**src/rtl/dma4_pkg.sv**
```systemverilog
package dma4_pkg;
  localparam int NCH     = 4;
  localparam int CH_W    = $clog2(NCH);
  localparam int AW      = 16;
  localparam int CW      = 14;
  localparam int RW      = CW + 2;
  localparam int BYTE_W  = 8;
  localparam int RA_W    = 4;
  localparam int MARK_W  = 7;
  localparam int AUTO_DST = 2;
  localparam int AUTO_SRC = 3;
  localparam logic [RA_W-1:0] MODE_OFF = 4'h8;
  localparam int MB_ROT  = 4;
  localparam int MB_TCS  = 6;
  localparam int MB_AUTO = 7;

  typedef enum logic [1:0] {
    OP_VERIFY = 2'b00,
    OP_WRITE  = 2'b01,
    OP_READ   = 2'b10,
    OP_BAD    = 2'b11
  } op_e;

  typedef enum logic [2:0] {
    ST_IDLE,
    ST_HREQ,
    ST_ADDR,
    ST_STRB,
    ST_UPD
  } seq_st_e;
endpackage

```
**src/rtl/dma4_regs.sv**
```systemverilog
module dma4_regs
  import dma4_pkg::*;
(
  input  logic                       clk_i,
  input  logic                       rst_ni,
  input  logic                       sel_i,
  input  logic                       wr_i,
  input  logic                       rd_i,
  input  logic [RA_W-1:0]            addr_i,
  input  logic [BYTE_W-1:0]          wdata_i,
  output logic [BYTE_W-1:0]          rdata_o,
  input  logic                       done_i,
  input  logic [CH_W-1:0]            done_ch_i,
  input  logic                       upd_i,
  output logic [NCH-1:0]             en_o,
  output logic                       rotate_o,
  output logic                       autoload_o,
  output logic [NCH-1:0][AW-1:0]     ch_addr_o,
  output logic [NCH-1:0][RW-1:0]     ch_cnt_o
);
  logic [NCH-1:0][AW-1:0] addr_q;
  logic [NCH-1:0][RW-1:0] cnt_q;
  logic [NCH-1:0]         en_q, tc_q;
  logic                   rot_q, tcs_q, auto_q, ff_q;
  logic                   host_wr, host_rd, is_ch, is_mode, done_tc, keep_en;
  logic [CH_W-1:0]        ch_sel;
  logic [AW-1:0]          rd16;

  assign host_wr = sel_i && wr_i;
  assign host_rd = sel_i && rd_i;
  assign is_ch   = !addr_i[RA_W-1];
  assign is_mode = (addr_i == MODE_OFF);
  assign ch_sel  = addr_i[CH_W:1];
  assign done_tc = (cnt_q[done_ch_i][CW-1:0] == '0);
  // autoload keeps the chained channel alive past its terminal count
  assign keep_en = auto_q && (done_ch_i == CH_W'(AUTO_DST));

  always_ff @(posedge clk_i or negedge rst_ni) begin
    if (!rst_ni) begin
      addr_q <= '0;
      cnt_q  <= '0;
    end else begin
      for (int c = 0; c < NCH; c++) begin
        if (host_wr && is_ch && ch_sel == CH_W'(c)) begin
          if (!addr_i[0]) begin
            if (ff_q) addr_q[c][AW-1:BYTE_W] <= wdata_i;
            else      addr_q[c][BYTE_W-1:0]  <= wdata_i;
          end else begin
            if (ff_q) cnt_q[c][RW-1:BYTE_W]  <= wdata_i;
            else      cnt_q[c][BYTE_W-1:0]   <= wdata_i;
          end
        end
        if (done_i && done_ch_i == CH_W'(c)) begin
          addr_q[c]         <= addr_q[c] + 1'b1;
          cnt_q[c][CW-1:0]  <= cnt_q[c][CW-1:0] - 1'b1;
        end
        if (upd_i && c == AUTO_DST) begin
          addr_q[c] <= addr_q[AUTO_SRC];
          cnt_q[c]  <= cnt_q[AUTO_SRC];
        end
      end
    end
  end

  // mode bit 5 is reserved and not stored
  always_ff @(posedge clk_i or negedge rst_ni) begin
    if (!rst_ni) begin
      en_q   <= '0;
      rot_q  <= 1'b0;
      tcs_q  <= 1'b0;
      auto_q <= 1'b0;
    end else begin
      if (host_wr && is_mode) begin
        en_q   <= wdata_i[NCH-1:0];
        rot_q  <= wdata_i[MB_ROT];
        tcs_q  <= wdata_i[MB_TCS];
        auto_q <= wdata_i[MB_AUTO];
      end
      if (done_i && done_tc && tcs_q && !keep_en) en_q[done_ch_i] <= 1'b0;
    end
  end

  always_ff @(posedge clk_i or negedge rst_ni) begin
    if (!rst_ni) begin
      tc_q <= '0;
      ff_q <= 1'b0;
    end else begin
      if (host_rd && is_mode) tc_q <= '0;
      if (done_i && done_tc) tc_q[done_ch_i] <= 1'b1;
      if (host_wr && is_mode) ff_q <= 1'b0;
      else if ((host_wr || host_rd) && is_ch) ff_q <= !ff_q;
    end
  end

  always_comb begin
    rdata_o = '0;
    rd16    = addr_i[0] ? cnt_q[ch_sel] : addr_q[ch_sel];
    if (sel_i) begin
      if (is_mode) begin
        rdata_o[NCH-1:0] = tc_q;
        rdata_o[NCH]     = upd_i;
      end else if (is_ch) begin
        rdata_o = ff_q ? rd16[AW-1:BYTE_W] : rd16[BYTE_W-1:0];
      end
    end
  end

  assign en_o       = en_q;
  assign rotate_o   = rot_q;
  assign autoload_o = auto_q;
  assign ch_addr_o  = addr_q;
  assign ch_cnt_o   = cnt_q;

  assert_tc_stop_R9: assert property (@(posedge clk_i) disable iff (!rst_ni)
    (done_i && done_tc && tcs_q && !keep_en && !(host_wr && is_mode))
      |=> !en_q[$past(done_ch_i)]);

  assert_tc_sticky_R8: assert property (@(posedge clk_i) disable iff (!rst_ni)
    !(host_rd && is_mode) |=> ((tc_q & $past(tc_q)) == $past(tc_q)));

  assert_tc_set_R8: assert property (@(posedge clk_i) disable iff (!rst_ni)
    (done_i && done_tc) |=> tc_q[$past(done_ch_i)]);
endmodule

```
**src/rtl/dma4_arb.sv**
```systemverilog
module dma4_arb
  import dma4_pkg::*;
(
  input  logic             clk_i,
  input  logic             rst_ni,
  input  logic [NCH-1:0]   req_i,
  input  logic             rotate_i,
  input  logic             adv_i,
  input  logic [CH_W-1:0]  adv_ch_i,
  output logic [CH_W-1:0]  grant_o,
  output logic             valid_o
);
  logic [CH_W-1:0] last_q, idx;

  always_ff @(posedge clk_i or negedge rst_ni) begin
    if (!rst_ni)    last_q <= CH_W'(NCH - 1);
    else if (adv_i) last_q <= adv_ch_i;
  end

  always_comb begin
    grant_o = '0;
    idx     = '0;
    valid_o = |req_i;
    if (rotate_i) begin
      // scan from the channel after the last served; nearest hit wins
      for (int k = NCH; k >= 1; k--) begin
        idx = last_q + CH_W'(k);
        if (req_i[idx]) grant_o = idx;
      end
    end else begin
      for (int k = NCH - 1; k >= 0; k--) begin
        if (req_i[k]) grant_o = CH_W'(k);
      end
    end
  end

  assert_fixed_prio_R6: assert property (@(posedge clk_i) disable iff (!rst_ni)
    (valid_o && !rotate_i) |-> ((req_i & ((NCH'(1) << grant_o) - 1'b1)) == '0));

  assert_grant_valid_R7: assert property (@(posedge clk_i) disable iff (!rst_ni)
    valid_o |-> req_i[grant_o]);
endmodule

```
**src/rtl/dma4_seq.sv**
```systemverilog
module dma4_seq
  import dma4_pkg::*;
(
  input  logic                    clk_i,
  input  logic                    rst_ni,
  input  logic                    valid_i,
  input  logic [CH_W-1:0]         grant_i,
  input  logic                    hold_ack_i,
  input  logic                    ready_i,
  input  logic                    autoload_i,
  input  logic [NCH-1:0][AW-1:0]  ch_addr_i,
  input  logic [NCH-1:0][RW-1:0]  ch_cnt_i,
  output logic                    hold_req_o,
  output logic                    bus_en_o,
  output logic [NCH-1:0]          dack_o,
  output logic [AW-1:0]           addr_o,
  output logic                    mem_rd_o,
  output logic                    mem_wr_o,
  output logic                    io_rd_o,
  output logic                    io_wr_o,
  output logic                    tc_o,
  output logic                    mark_o,
  output logic                    done_o,
  output logic [CH_W-1:0]         done_ch_o,
  output logic                    upd_o
);
  seq_st_e         st_q, st_d;
  logic [CH_W-1:0] ch_q;
  logic [RW-1:0]   cur_cnt;
  op_e             cur_op;
  logic            in_xfer, strb, last_xfer, chain;

  assign cur_cnt   = ch_cnt_i[ch_q];
  assign cur_op    = op_e'(cur_cnt[RW-1:CW]);
  assign last_xfer = (cur_cnt[CW-1:0] == '0);
  assign in_xfer   = (st_q == ST_ADDR) || (st_q == ST_STRB);
  assign strb      = (st_q == ST_STRB);
  assign chain     = last_xfer && autoload_i && (ch_q == CH_W'(AUTO_DST));

  always_comb begin
    st_d = st_q;
    unique case (st_q)
      ST_IDLE: if (valid_i) st_d = ST_HREQ;
      ST_HREQ: begin
        if (!valid_i)        st_d = ST_IDLE;
        else if (hold_ack_i) st_d = ST_ADDR;
      end
      ST_ADDR: st_d = ST_STRB;
      ST_STRB: if (ready_i) st_d = chain ? ST_UPD : ST_HREQ;
      ST_UPD:  st_d = ST_HREQ;
      default: st_d = ST_IDLE;
    endcase
  end

  always_ff @(posedge clk_i or negedge rst_ni) begin
    if (!rst_ni) begin
      st_q <= ST_IDLE;
      ch_q <= '0;
    end else begin
      st_q <= st_d;
      if (st_q == ST_HREQ && hold_ack_i && valid_i) ch_q <= grant_i;
    end
  end

  for (genvar c = 0; c < NCH; c++) begin : g_dack
    assign dack_o[c] = in_xfer && (ch_q == CH_W'(c));
  end

  always_comb begin
    mem_rd_o = 1'b0;
    mem_wr_o = 1'b0;
    io_rd_o  = 1'b0;
    io_wr_o  = 1'b0;
    unique case (cur_op)
      OP_WRITE: begin io_rd_o  = strb; mem_wr_o = strb; end
      OP_READ:  begin mem_rd_o = strb; io_wr_o  = strb; end
      default: ;
    endcase
  end

  assign hold_req_o = (st_q != ST_IDLE);
  assign bus_en_o   = in_xfer;
  assign addr_o     = in_xfer ? ch_addr_i[ch_q] : '0;
  assign tc_o       = strb && last_xfer;
  assign mark_o     = strb && (cur_cnt[MARK_W-1:0] == '0);
  assign done_o     = strb && ready_i;
  assign done_ch_o  = ch_q;
  assign upd_o      = (st_q == ST_UPD);

  assert_dack_onehot_R4: assert property (@(posedge clk_i) disable iff (!rst_ni)
    $onehot0(dack_o));

  assert_ack_before_xfer_R3: assert property (@(posedge clk_i) disable iff (!rst_ni)
    (st_q == ST_ADDR) |-> $past(hold_ack_i));

  assert_strobe_pairs_R5: assert property (@(posedge clk_i) disable iff (!rst_ni)
    !(mem_rd_o && mem_wr_o) && !(io_rd_o && io_wr_o) && !(mem_rd_o && io_rd_o));

  assert_ready_stretch_R12: assert property (@(posedge clk_i) disable iff (!rst_ni)
    (st_q == ST_STRB && !ready_i) |=> (st_q == ST_STRB && $stable(addr_o)));

  assert_tc_in_strobe_R8: assert property (@(posedge clk_i) disable iff (!rst_ni)
    tc_o |-> (|dack_o && hold_req_o));
endmodule

```
**src/rtl/dma4_core.sv**
```systemverilog
module dma4_core
  import dma4_pkg::*;
(
  input  logic               clk_i,
  input  logic               rst_ni,
  input  logic               sel_i,
  input  logic               rd_i,
  input  logic               wr_i,
  input  logic [RA_W-1:0]    reg_addr_i,
  input  logic [BYTE_W-1:0]  wdata_i,
  output logic [BYTE_W-1:0]  rdata_o,
  input  logic [NCH-1:0]     dreq_i,
  output logic [NCH-1:0]     dack_o,
  output logic               hold_req_o,
  input  logic               hold_ack_i,
  input  logic               ready_i,
  output logic               bus_en_o,
  output logic [AW-1:0]      addr_o,
  output logic               mem_rd_o,
  output logic               mem_wr_o,
  output logic               io_rd_o,
  output logic               io_wr_o,
  output logic               tc_o,
  output logic               mark_o
);
  logic [NCH-1:0]         en, elig;
  logic                   rotate, autoload, done, upd, valid;
  logic [CH_W-1:0]        done_ch, grant;
  logic [NCH-1:0][AW-1:0] ch_addr;
  logic [NCH-1:0][RW-1:0] ch_cnt;

  assign elig = dreq_i & en;

  dma4_regs u_regs (
    .clk_i, .rst_ni, .sel_i, .wr_i, .rd_i,
    .addr_i     (reg_addr_i),
    .wdata_i,
    .rdata_o,
    .done_i     (done),
    .done_ch_i  (done_ch),
    .upd_i      (upd),
    .en_o       (en),
    .rotate_o   (rotate),
    .autoload_o (autoload),
    .ch_addr_o  (ch_addr),
    .ch_cnt_o   (ch_cnt)
  );

  dma4_arb u_arb (
    .clk_i, .rst_ni,
    .req_i    (elig),
    .rotate_i (rotate),
    .adv_i    (done),
    .adv_ch_i (done_ch),
    .grant_o  (grant),
    .valid_o  (valid)
  );

  dma4_seq u_seq (
    .clk_i, .rst_ni,
    .valid_i    (valid),
    .grant_i    (grant),
    .hold_ack_i,
    .ready_i,
    .autoload_i (autoload),
    .ch_addr_i  (ch_addr),
    .ch_cnt_i   (ch_cnt),
    .hold_req_o,
    .bus_en_o,
    .dack_o,
    .addr_o,
    .mem_rd_o, .mem_wr_o, .io_rd_o, .io_wr_o,
    .tc_o, .mark_o,
    .done_o     (done),
    .done_ch_o  (done_ch),
    .upd_o      (upd)
  );
endmodule

```
**config.mk**
```make
export PLATFORM = sky130hd
export DESIGN_NAME = dma4_core
export DESIGN_NICKNAME = d
export VERILOG_FILES = /design/src/rtl/dma4_pkg.sv /design/src/rtl/dma4_regs.sv /design/src/rtl/dma4_arb.sv /design/src/rtl/dma4_seq.sv /design/src/rtl/dma4_core.sv
export SDC_FILE = /design/constraint.sdc
export NUM_CORES = 1
export LEC_CHECK = 0
export ABC_AREA = 1
export BUFFER_PORTS_ARGS = -buffer_cell sky130_fd_sc_hd__buf_2
export CORE_MARGIN = 3
export CORE_UTILIZATION = 25
export CTS_BUF_LIST = sky130_fd_sc_hd__clkbuf_8
export DETAILED_ROUTE_END_ITERATION = 7
export GPL_TIMING_DRIVEN = 0
export PLACE_DENSITY = 0.36
export SLEW_MARGIN = 25
export SYNTH_ARGS = -nofsm -noshare
export SYNTH_HDL_FRONTEND = slang
export SYNTH_SLANG_ARGS = --single-unit
```
**constraint.sdc**
```tcl
create_clock -name clk_i -period 5 [get_ports clk_i]
set_input_delay 0.25 -clock clk_i [delete_from_list [all_inputs] [get_ports clk_i]]
set_output_delay 0.25 -clock clk_i [all_outputs]
set_load 0.01 [all_outputs]
```
======== After elaboration in Yosys (flattened, before gate mapping) ========
Index checks and enable logic that the tools add are counted.
cells by class
  add/sub/neg operators ................... 11
  multipliers ............................. 0
  div/mod/pow operators ................... 0
  $lt $le $gt $ge ......................... 7
  equality and inequality tests ........... 24
  shift-type cells ........................ 0
  mux-type cells .......................... 76
  bitwise logic cells ..................... 4
  reduce and logical (&&, ||, !) cells .... 79
operator list
  kind                     count
  $mux W16                 19
  $mux W14                 10
  $bmux W16 S2             4
  $add A16 B1 Y16 const B  4
  $reduce_and A3 Y1        21
  $sub A14 B1 Y14 const B  4
  $mux W8                  5
  $logic_and A1 B1 Y1      30
  $reduce_bool A2 Y1       13
  $lt A2 B3 Y1 const B     6
  $mux W2                  9
  $mux W3                  6
  $mux W6                  3
  $mux W4                  4
  $pmux W3 S5              1
  $logic_not A14 Y1        1
  $reduce_bool A3 Y1       4
  $eq A2 B2 Y1 const B     5
  $mux W1                  9
  $and A4 B4 Y4            2
  $bmux W1 S2              4
  $ne A2 B1 Y1 const B     4
  $ne A2 B2 Y1 const B     4
  $logic_not A7 Y1         1
  other kinds (20)         28
storage, ports and cells
  bits in registers ....................... 147
  bits in latches ......................... 0
  bits in writable memories ............... 0
  ROM bits ................................ 0
  bits of input ports ..................... 23
  word-level logic and storage cells ...... 230
  memories ................................ 0

======== Depth between registers and ports, before layout ========
  depth after elaboration ................. 8
  mapped depth ............................ 13

======== Cells and area by module ========
A second synthesis with hierarchy kept.
second synthesis, totals
  cells, all modules ...................... 1766
  area, all modules ....................... 11278.3 um2
by module, submodules not included
  module     instances  cells each  area each (um2)  sequential area each (um2)
  dma4_regs  1          1487        9818.2           3503.4
  dma4_seq   1          207         1109.8           125.1
  dma4_arb   1          64          320.3            52.6
  dma4_core  1          8           30.0             0.0

======== Worst setup path before layout ========
Ideal clock, no wire load.
  path kind ............................... reg-to-output
  start ................................... reg u_seq.ch_q[0], in the netlist u_seq.done_ch_o[0]
  end ..................................... out mem_wr_o
  arrival time ............................ 1634 ps
  slack ................................... 3116 ps
  stages on the path, launching flop included .. 9
  path buffers ............................ 2
  cell sequence ........................... dfrtp_1 -> nor2_1 -> inv_1 -> clkbuf_1 -> o22ai_1 -> a21oi_1 -> o21ai_1 -> nor3_1 -> buf_4
on the way
  word-level cells in the longest chain between the ends .. 4
RTL lines
  item                    line             source
  from (decl)             dma4_seq.sv:28   logic [CH_W-1:0] ch_q;
  from (signal assigned)  dma4_seq.sv:61   if (st_q == ST_HREQ && hold_ack_i && valid_i) ch_q <= grant_i;
  $bmux W16 S2            dma4_seq.sv:33   assign cur_cnt = ch_cnt_i[ch_q];
  $mux W16                --
  $eq A2 B1 Y1            --
  $mux W1                 --
  to (decl)               dma4_core.sv:20  output logic mem_wr_o,
Every way passes these cells. The select of a mux whose other input is x is not followed.

======== Worst setup path in the final report ========
  start ................................... reg u_seq.ch_q[0], in the netlist u_seq.done_ch_o[0]
  end ..................................... out mem_rd_o
on the way
  word-level cells in the longest chain between the ends .. 4
RTL lines
  item          line             source
  $bmux W16 S2  dma4_seq.sv:33
  $mux W16      --
  $eq A2 B2 Y1  dma4_seq.sv:74   unique case (cur_op)
  $mux W1       dma4_seq.sv:74
  to (decl)     dma4_core.sv:19  output logic mem_rd_o,
Every way passes these cells. The select of a mux whose other input is x is not followed.

==> flow_metrics.env <==
export IMPL_cts_buffers=17
export IMPL_syn_to_final_growth_pct=13.6
export IMPL_grt_pass1_vias=11000
export IMPL_grt_start_max_net_pins=56
export IMPL_dp_cells=2174
export IMPL_drive_gt1_share_pct=8.23
export IMPL_synth_area_mm2=0.0106
export IMPL_synth_edff_count=0
export IMPL_synth_avg_cell_area_um2=6.72
export IMPL_ios=59
export IMPL_fp_dieH_um=212
export IMPL_dieArea_mm2=0.0450
export IMPL_finClkSkew_ns=0.0218
export IMPL_r2r_slack_ns=2.47
export IMPL_final_hold_viol_count=0
export IMPL_port_buffer_count=58
export IMPL_final_nets=1697
export IMPL_min_period_over_period_pct=62.2
export IMPL_antenna_found_initial=0
export IMPL_first_iter_violations=1100
export IMPL_vdd_ir_drop_max_v=0.000165
export IMPL_fillers=4634
export IMPL_maxSlewHeadroom_pct=27.2
export IMPL_reg2reg_depth=9
export IMPL_min_path_type="input pin to flop"
export IMPL_crit_path_end_kind="primary output"
export IMPL_slowest_stage="clkbuf_1"
export IMPL_path_max_fanout=10
export IMPL_whs_ns=0.118
export IMPL_ys_warn_count=0
export IMPL_ys_seq_area_share_pct=34.6
export IMPL_min_from="wdata_i[6]"
export IMPL_drv_slew=0
export IMPL_instances_no_fill=2209
export IMPL_fp_coreArea_mm2=0.0414
export IMPL_min_period_ns=3.11
export IMPL_htree_levels=4
export IMPL_grt_pass1_wl_um=76200
export IMPL_cp_top_family="buffers and inverters"
export IMPL_worst_endpoint_required_ns=4.75
export IMPL_cap_violations=0
export IMPL_cts_tree="yes"
export IMPL_vias=11600
export IMPL_wl_per_cell_um=23.9
export IMPL_cts_buffer_depth=2
export IMPL_drtPass1Iterations=5
export IMPL_p_leak_nw=5.60
export IMPL_dp_hpwl_um=40800
export IMPL_cp_arrival_ns=2.86
export IMPL_grt_total_usage_pct=23.7
export IMPL_routabilityCongestion=0.899
export IMPL_cts_root_buf="clkbuf_8"
export IMPL_rsz0062_at_grt="no"
export IMPL_slowest_delay_ns=0.47
export IMPL_startpoint_type="flop"
export IMPL_finalSetupViolCount=0
export IMPL_syn_nets=1613
export IMPL_tns_ns=0
export IMPL_diodes=0
export IMPL_status="complete, no violations"
export IMPL_synth_seq_cells=147
export IMPL_hold_depth=3
export IMPL_power_density_mw_per_mm2=522
export IMPL_critPathBufInv=4
export IMPL_fin_util_pct=29.2
export IMPL_drc=0
export IMPL_start_util_pct=25.7
export IMPL_criticalPathCategory="flop to primary output"
export IMPL_num_rows=74
export IMPL_crit_chain="nor2_1 -> inv_1 -> clkbuf_1 -> o22ai_1 -> a221oi_1 -> nand2_1 -> nor2_1 -> buf_4 -> buf_2"
export IMPL_clock_fmax_mhz=321
export IMPL_drt_total_wl_um=52800
export IMPL_multi_input_area_mm2=0.00586
export IMPL_numClockSinks=147
export IMPL_die_width_um=212
export IMPL_clk_latency_ns=0.57
export IMPL_cts_reportedPaths_clkPinSlew_ns=0.09
export IMPL_grt_overflow_total=0
export IMPL_synth_top_flop_cell="dfrtp_1"
export IMPL_synth_cells=1582
export IMPL_postRouteAntennaNets=0
export IMPL_synth_distinct_cells=42
export IMPL_crit_top_cell="nor2_1"
export IMPL_worstHoldEndpoint="u_regs.ch_cnt_o[46]"
export IMPL_viasPerCell=5.26
export IMPL_r2r_end="u_regs.ch_addr_o[39]"
export IMPL_tightest_slew_ns=1.09
export IMPL_reg2reg_from="u_seq.st_q[0]"
export IMPL_async_flop_share_pct=100
export IMPL_regArea_mm2=0.00368
[placed cells by master (no fill, tap or decap), drive strengths merged]
cell type | synthesis | layout
a211o | 1 | 1
a211oi | 1 | 1
a21oi | 45 | 45
a221oi | 17 | 17
a22oi | 26 | 26
a31oi | 6 | 6
a32oi | 1 | 1
and3 | 1 | 1
buf | 32 | 92
bufinv | 0 | 2
clkbuf | 23 | 44
clkinv | 1 | 4
dfrtp | 145 | 145
dfstp | 2 | 2
dlygate4sd3 | 0 | 5
ha | 8 | 8
inv | 220 | 224
nand2 | 400 | 400
nand3 | 65 | 65
nand4 | 21 | 21
nor2 | 172 | 172
nor3 | 31 | 31
nor4 | 1 | 1
o211ai | 37 | 37
o21a | 4 | 4
o21ai | 167 | 167
o221ai | 25 | 25
o22ai | 86 | 86
o311ai | 4 | 4
or2 | 1 | 1
xnor2 | 6 | 6
xor2 | 33 | 33
[power by group]
part           internal (mW)  switching, mW
clock network          0.481          0.526
registers               1.68          0.583
logic                  0.956           2.08
[sequential cells by signal (all words and copies together) (netlist names)]
signal             flops
u_arb.last_q           2
u_regs.autoload_o      1
u_regs.ch_addr_o      64
u_regs.ch_cnt_o       64
u_regs.en_o            4
u_regs.ff_q            1
u_regs.rotate_o        1
u_regs.tc_q            4
u_regs.tcs_q           1
u_seq.done_ch_o        2
u_seq.st_q             3
[layer usage]
| layer | routed length [um] | global-route usage (%) | vias up |
|---|---|---|---|
| met3 | 3310 | 4.50 | 61 |
| met2 | 22900 | 35.9 | 428 |
| met5 | 0 | 0 | - |
| li1 | - | - | 5528 |
| met1 | 25000 | 33.6 | 5603 |
| met4 | 1510 | 8.42 | 0 |
[worst reg2reg max path, stage by stage (launching register included)]
cell	delay [ns]
dfrtp_1	0.46
nand3_4	0.17
nor2_8	0.08
nand2_4	0.12
inv_2	0.11
a21oi_1	0.75
inv_1	0.37
nand2_1	0.13
o21ai_1	0.07
a22oi_1	0.17
[stage by stage]
step,power (mW),instance area [um^2],setup WS [ns]
after global placement,5.29,11600,0.879
after global routing,6.79,12100,1.73
final,6.31,12100,1.89
after CTS,6.33,12100,1.91
after floorplan,4.06,10600,3.12
after detailed placement,5.27,11700,2.24
[cells by family after synthesis]
group | after synthesis | synth area share [%]
buf+inv | 276 | 10.3
xor+xnor | 39 | 3.21
fa+ha+maj | 8 | 0.942
simple gates | 692 | 26.8
flops | 147 | 34.6
compound gates | 420 | 24.2
[worst max-delay path by stage]
stage / start / endpoint / cells after the start
after floorplan: u_seq.done_ch_o[0] / mem_wr_o / 8
after global placement: rst_ni / u_regs.ch_addr_o[37] / 1
after detailed placement: reg_addr_i[1] / rdata_o[4] / 10
after CTS: u_seq.done_ch_o[0] / mem_rd_o / 9
after global routing: u_seq.done_ch_o[0] / mem_rd_o / 9
final: u_seq.done_ch_o[0] / mem_rd_o / 9
[synth_stat cells (all sizes together) (6+ instances only)]
library cell	n	area share, %
nand2	400	14
inv	220	7.8
nor2	172	6.3
o21ai	167	7.9
dfrtp	145	34
o22ai	86	5.1
nand3	65	3.2
a21oi	45	2.1
o211ai	37	2.6
xor2	33	2.7
buf	32	1.6
nor3	31	1.6
a22oi	26	1.8
o221ai	25	2.1
clkbuf	23	0.81
nand4	21	1.2
a221oi	17	1.4
ha	8	0.94
a31oi	6	0.35
xnor2	6	0.49
[what timing repair did]
action | 4_1_cts | 5_1_grt
hold buffers | 5 | 0
hold endpoints to repair | 150 | 0
buffers inserted | 0 | 0
setup endpoints to repair | 0 | 0
resized for setup | 0 | 0
[layout make-up]
cell class	count	area share, %
clock buffer	21	2.39
clock inverter	9	0.746
buffer	55	2.15
multi-input combinational	1159	48.5
sequential	147	30.5
tap	532	5.51
inverter	221	6.87
timing repair buffer	65	3.36
Note: power is estimated with default switching activity, not from simulation.
